$ cat src/rtl/vm_pkg.sv
// Shared types for the elementwise product engine.
// Assumes nothing beyond IEEE 1800-2017 enums.
package vm_pkg;
    typedef enum logic [1:0] {
        ST_IDLE  = 2'd0,
        ST_ISSUE = 2'd1,
        ST_DRAIN = 2'd2
    } vm_state_e;
endpackage

$ cat src/rtl/vm_issue.sv
// Issue controller: accepts start when idle, steps the element index once
// per cycle, then waits for the pipeline to drain.
// Assumes `drained` is high for one cycle when the final element is stored.
module vm_issue #(
    parameter int N_ELEM = 64,
    parameter int AW     = 6
) (
    input  logic          clk,
    input  logic          rst_n,
    input  logic          start,
    input  logic          drained,
    output logic          issue_valid,
    output logic [AW-1:0] issue_idx
);
    import vm_pkg::*;

    localparam logic [AW-1:0] LAST_IDX = AW'(N_ELEM - 1);

    vm_state_e state;

    // Sequencing of idle, issue and drain, plus the index counter.
    always_ff @(posedge clk) begin
        if (!rst_n) begin
            state     <= ST_IDLE;
            issue_idx <= '0;
        end else begin
            case (state)
                ST_IDLE: begin
                    if (start) begin
                        state     <= ST_ISSUE;
                        issue_idx <= '0;
                    end
                end
                ST_ISSUE: begin
                    if (issue_idx == LAST_IDX) begin
                        state <= ST_DRAIN;
                    end else begin
                        issue_idx <= issue_idx + 1'b1;
                    end
                end
                ST_DRAIN: begin
                    if (drained) begin
                        state <= ST_IDLE;
                    end
                end
                default: state <= ST_IDLE;
            endcase
        end
    end

    // An index is issued in every cycle spent in the issue state.
    always_comb issue_valid = (state == ST_ISSUE);
endmodule

$ cat src/rtl/vm_stage.sv
// One pipeline stage: a valid flag and a payload that advance together.
// Assumes the payload is only meaningful while the valid flag is set.
module vm_stage #(
    parameter int W = 8
) (
    input  logic         clk,
    input  logic         rst_n,
    input  logic         in_valid,
    input  logic [W-1:0] in_data,
    output logic         out_valid,
    output logic [W-1:0] out_data
);
    // Move valid and payload forward every cycle; reset clears both.
    always_ff @(posedge clk) begin
        if (!rst_n) begin
            out_valid <= 1'b0;
            out_data  <= '0;
        end else begin
            out_valid <= in_valid;
            out_data  <= in_data;
        end
    end
endmodule

$ cat src/rtl/vec_mul_engine.sv
// Elementwise product engine: p[i] = x[i] * y[i] with one element entering per cycle.
// The pipeline runs read issue -> data return and multiply -> store.
// Assumes both operand memories return data exactly one cycle after the address.
module vec_mul_engine #(
    parameter int N_ELEM = 64,
    parameter int OPW    = 16,
    parameter int AW     = (N_ELEM > 1) ? $clog2(N_ELEM) : 1
) (
    input  logic              clk,
    input  logic              rst_n,
    input  logic              start,
    output logic [AW-1:0]     rd_addr_x,
    output logic [AW-1:0]     rd_addr_y,
    input  logic [OPW-1:0]    x_data,
    input  logic [OPW-1:0]    y_data,
    output logic [AW-1:0]     wr_addr,
    output logic [2*OPW-1:0]  wr_data,
    output logic              wr_en,
    output logic              done
);
    localparam int PW = 2 * OPW;
    localparam logic [AW-1:0] LAST_IDX = AW'(N_ELEM - 1);

    logic          issue_valid;
    logic [AW-1:0] issue_idx;
    logic          ld_valid;
    logic [AW-1:0] ld_idx;
    logic          st_valid;
    logic [AW+PW-1:0] st_payload;
    logic [PW-1:0] product;
    logic          last_store;

    vm_issue #(.N_ELEM(N_ELEM), .AW(AW)) u_issue (
        .clk         (clk),
        .rst_n       (rst_n),
        .start       (start),
        .drained     (last_store),
        .issue_valid (issue_valid),
        .issue_idx   (issue_idx)
    );

    // Both operand memories share one address.
    always_comb begin
        rd_addr_x = issue_idx;
        rd_addr_y = issue_idx;
    end

    // Load-return stage: the index travels alongside the outstanding reads.
    vm_stage #(.W(AW)) u_ld_stage (
        .clk       (clk),
        .rst_n     (rst_n),
        .in_valid  (issue_valid),
        .in_data   (issue_idx),
        .out_valid (ld_valid),
        .out_data  (ld_idx)
    );

    // Full-width unsigned multiply of the returned operands.
    always_comb product = PW'(x_data) * PW'(y_data);

    // Multiply stage: registers the product with its element index.
    vm_stage #(.W(AW + PW)) u_mul_stage (
        .clk       (clk),
        .rst_n     (rst_n),
        .in_valid  (ld_valid),
        .in_data   ({ld_idx, product}),
        .out_valid (st_valid),
        .out_data  (st_payload)
    );

    // Store port is driven straight from the multiply stage.
    always_comb begin
        wr_en      = st_valid;
        wr_addr    = st_payload[AW+PW-1:PW];
        wr_data    = st_payload[PW-1:0];
        last_store = st_valid && (st_payload[AW+PW-1:PW] == LAST_IDX);
    end

    // Completion pulse in the cycle after the final store.
    always_ff @(posedge clk) begin
        if (!rst_n) done <= 1'b0;
        else        done <= last_store;
    end
endmodule

$ cat config.mk
export PLATFORM = sky130hd
export DESIGN_NAME = vec_mul_engine
export DESIGN_NICKNAME = d
export VERILOG_FILES = /design/src/rtl/vm_pkg.sv /design/src/rtl/vm_issue.sv /design/src/rtl/vm_stage.sv /design/src/rtl/vec_mul_engine.sv
export SDC_FILE = /design/constraint.sdc
export NUM_CORES = 1
export LEC_CHECK = 0
export CORE_AREA = 2 2 142 144
export DETAILED_ROUTE_END_ITERATION = 10
export DIE_AREA = 0 0 144 146
export GPL_ROUTABILITY_DRIVEN = 0
export PLACE_DENSITY_LB_ADDON = 0.05
export SLEW_MARGIN = 30
export SYNTH_ARGS = -nofsm -noshare
export SYNTH_HDL_FRONTEND = slang
export SYNTH_SLANG_ARGS = --single-unit
$ cat constraint.sdc
create_clock -name clk -period 6.5 [get_ports clk]
set_input_delay 1.3 -clock clk [delete_from_list [all_inputs] [get_ports clk]]
set_output_delay 1.3 -clock clk [all_outputs]
set_load 0.005 [all_outputs]
==> results.ini <==
[status]
status = complete, no violations

[routing]
vias = 8436
drtIter0Drc = 313
ant_nets = 0
drc = 0
wire_per_inst_um = 15.4
routed_via_density = 5.08
wl_um = 25500
dr.pass1.iters = 4

[setup_path]
critPathMaxStageDelay_ns = 0.59
cp.required_ns = 6.70
crit_family = adder cells
worstSetupEndpointType = flop
crit_buf_inv = 7
cp_slowest_cell = or4b_4
crit_chain = clkbuf_2 > and2_4 > fa_1 > inv_2 > fa_2 > inv_2 > fa_1 > inv_2 > fa_1 > inv_1 > fa_1 > inv_2 > fa_1 > inv_2 > ha_4 > a211o_1 > and3_1 > or4b_4 > a41oi_2 > a21oi_2 > o21a_1
reg2regPathDepth = 6
worst-path-stages = 21
critPathArrivalTime_ns = 6.63
crit_path_max_fanout = 5
r2r_slack_ns = 4.56
rr_endpoint = u_issue.issue_idx[3]
cp-start-kind = primary input
r2r_start = u_issue.issue_idx[0]
critPathKind = primary input to flop

[placed_design]
postPlaceCellArea_um2 = 12500
post-place-cells = 1632
numPortBuffers = 86
hpwl_um = 21600

[sta]
fin_crit_sh_pct = 98.9
rsz0062_at_grt = true
slew_headroom_pct = 51.5
hold_slack_ns = 0.433
hold_viol_final = 0
final-max-slew-violation-count = 0
period_needed_ns = 6.43
tightest_slew_ns = 0.721
fin_skew_ns = 0.00780
setup_viol = 0
fmax_mhz = 156

[finish]
multi_input_area_um2 = 8550
nFillCells = 1642
fin_cells = 1661
drive_above_1_share_pct = 21.5
fin_util_pct = 68.3
finalInstanceArea_um2 = 13200
ff_latch_area_um2 = 1100
syn2layout_area_growth_pct = 26.9
fin_nets = 1729
antenna_cells = 0

[yosys]
async_reset_ff_share_pct = 0
synth_seq_area_share_pct = 10.6
ys.flop_type = dfxtp_1
synthTopCellsByArea = fa_1 37%, ha_1 13%, dfxtp_1 11%
yosysTopAreaCellShare_pct = 37.3
synth_edf_count = 0
ys_ff_latch = 55
syn-num-nets = 1526
yosysTopAreaCell = fa_1
syn_area_um2 = 10400
ys_types = 55
synth.avg_cell_area_um2 = 8.73
synth_warnings = 0
synth_cells = 1192

[cts]
clock-sinks = 55
cts_buffer_depth = 2
path_clk_slew_ns = 0.08
cts_tree = yes
cts_root_buf = clkbuf_16
ctsHoldBuffers = 0
h-tree-depth = 2
cts_buffers = 5
clkLatencyLatePin_ns = 0.30

[floorplan]
die_h_um = 146
die-area_um2 = 21000
coreArea_um2 = 19300
initial_utilization_pct = 53.8
ios = 87
rows = 51
die_x_um = 144

[grt]
groute.usage.overall_pct = 25.0
grt_pass1_wl_um = 42000
grt_pass1_vias = 8649
antenna_found_initial = 1
grt_max_degree = 40
overflow = 0

[worst_hold_path]
min_to = u_mul_stage.out_data[34]
hold_start = u_ld_stage.out_data[2]
hold_path_class = flop to flop
min_path_cells = 1

[job]
cap_violations = 0

-- cell families (layout without fill, tap and decap cells) --
logic type / count (synthesis) / count (layout) / share of synthesized area (%)
simple gates: 408 / 408 / 19.5
xor+xnor: 20 / 20 / 1.68
buf+inv: 304 / 508 / 11.3
compound gates: 96 / 96 / 6.04
mux: 10 / 10 / 0.974
flops: 55 / 55 / 10.6
fa+ha+maj: 299 / 299 / 49.9
-- per-layer routing --
metal	track usage, %	vias to the layer above	share of wire (%)
met3	3.98	36	5.0
met4	4.41	2	1.6
li1	-	4014	-
met5	0	-	0.043
met1	34.3	4195	43
met2	42.3	189	50
-- state kept, by name, summed over array words and instances (netlist names) --
| register | count |
|---|---|
| u_mul_stage.out_data | 38 |
| u_issue.issue_idx | 6 |
| u_ld_stage.out_data | 6 |
| u_issue.state | 2 |
| done | 1 |
| u_ld_stage.out_valid | 1 |
| u_mul_stage.out_valid | 1 |
-- per-stage QoR --
stage                     TNS (ns)  worst slack, ns
after global placement      -11.78           -0.701
after CTS                        0         0.000315
final                            0           0.0735
after global routing        -0.110          -0.0483
after detailed placement    -11.73           -0.705
after floorplan                  0          0.00198
-- worst max path at each step --
stage | from | endpoint
global route | y_data[9] | u_mul_stage.out_data[31]
floorplan | y_data[4] | u_mul_stage.out_data[31]
detailed placement | y_data[1] | u_mul_stage.out_data[31]
finish | y_data[6] | u_mul_stage.out_data[31]
CTS | x_data[13] | u_mul_stage.out_data[30]
global placement | y_data[1] | u_mul_stage.out_data[31]
-- cells in the final DEF (no fill, tap or decap), drive strengths merged, types with 2 or more instances in the layout --
cell type | Yosys | routed
inv | 245 | 246
fa | 194 | 194
buf | 9 | 174
nand2 | 166 | 166
and2 | 142 | 142
ha | 105 | 105
dfxtp | 55 | 55
clkdlybuf4s50 | 0 | 55
nor2 | 38 | 38
a21oi | 35 | 35
clkbuf | 50 | 19
o21ai | 16 | 16
nand3 | 13 | 13
nand4 | 13 | 13
nor3 | 11 | 11
xnor2 | 10 | 10
xor2 | 10 | 10
mux2i | 9 | 9
o21a | 8 | 8
nand2b | 7 | 7
dlygate4sd2 | 0 | 7
dlymetal6s2s | 0 | 6
a21o | 5 | 5
and3 | 5 | 5
o21bai | 4 | 4
a221o | 3 | 3
and4 | 3 | 3
o31ai | 3 | 3
a31oi | 3 | 3
a211oi | 3 | 3
or2 | 3 | 3
a211o | 2 | 2
nor4 | 2 | 2
a41oi | 2 | 2
nor3b | 2 | 2
-- cell type report --
cell class / count / share of cell area [%]
timing repair buffer: 255 / 16.3
sequential: 55 / 8.33
inverter: 245 / 6.96
multi-input combinational: 833 / 64.7
tap: 265 / 2.51
clock inverter: 2 / 0.152
clock buffer: 6 / 1.05
-- synth_stat cells, types with 2 or more instances --
master,n
a211oi_1,3
nand2_1,166
a21oi_1,35
o21bai_1,4
xnor2_1,10
a211o_1,2
nand2b_1,7
nor2_1,38
xor2_1,10
buf_4,6
fa_1,194
o21ai_0,16
inv_1,245
a21o_1,5
and4_1,2
a31oi_1,2
nand4_1,13
o21a_1,8
nor3_1,11
clkbuf_1,50
mux2i_1,9
or2_2,2
nor4_1,2
nand3_1,13
nor3b_1,2
dfxtp_1,55
ha_1,105
and3_1,5
o31ai_1,3
and2_1,142
a221o_1,3
-- timing repair --
action / CTS / global route
resized for setup: 99 / 110
endpoints found under the setup margin: 20 / 16
pin swaps: 43 / 54
cloned: 1 / 1
buffers inserted: 9 / 11
Power is left out: the tool's default activity adds up to more than one toggle a clock period on the data nets, which glitch-free logic cannot reach.
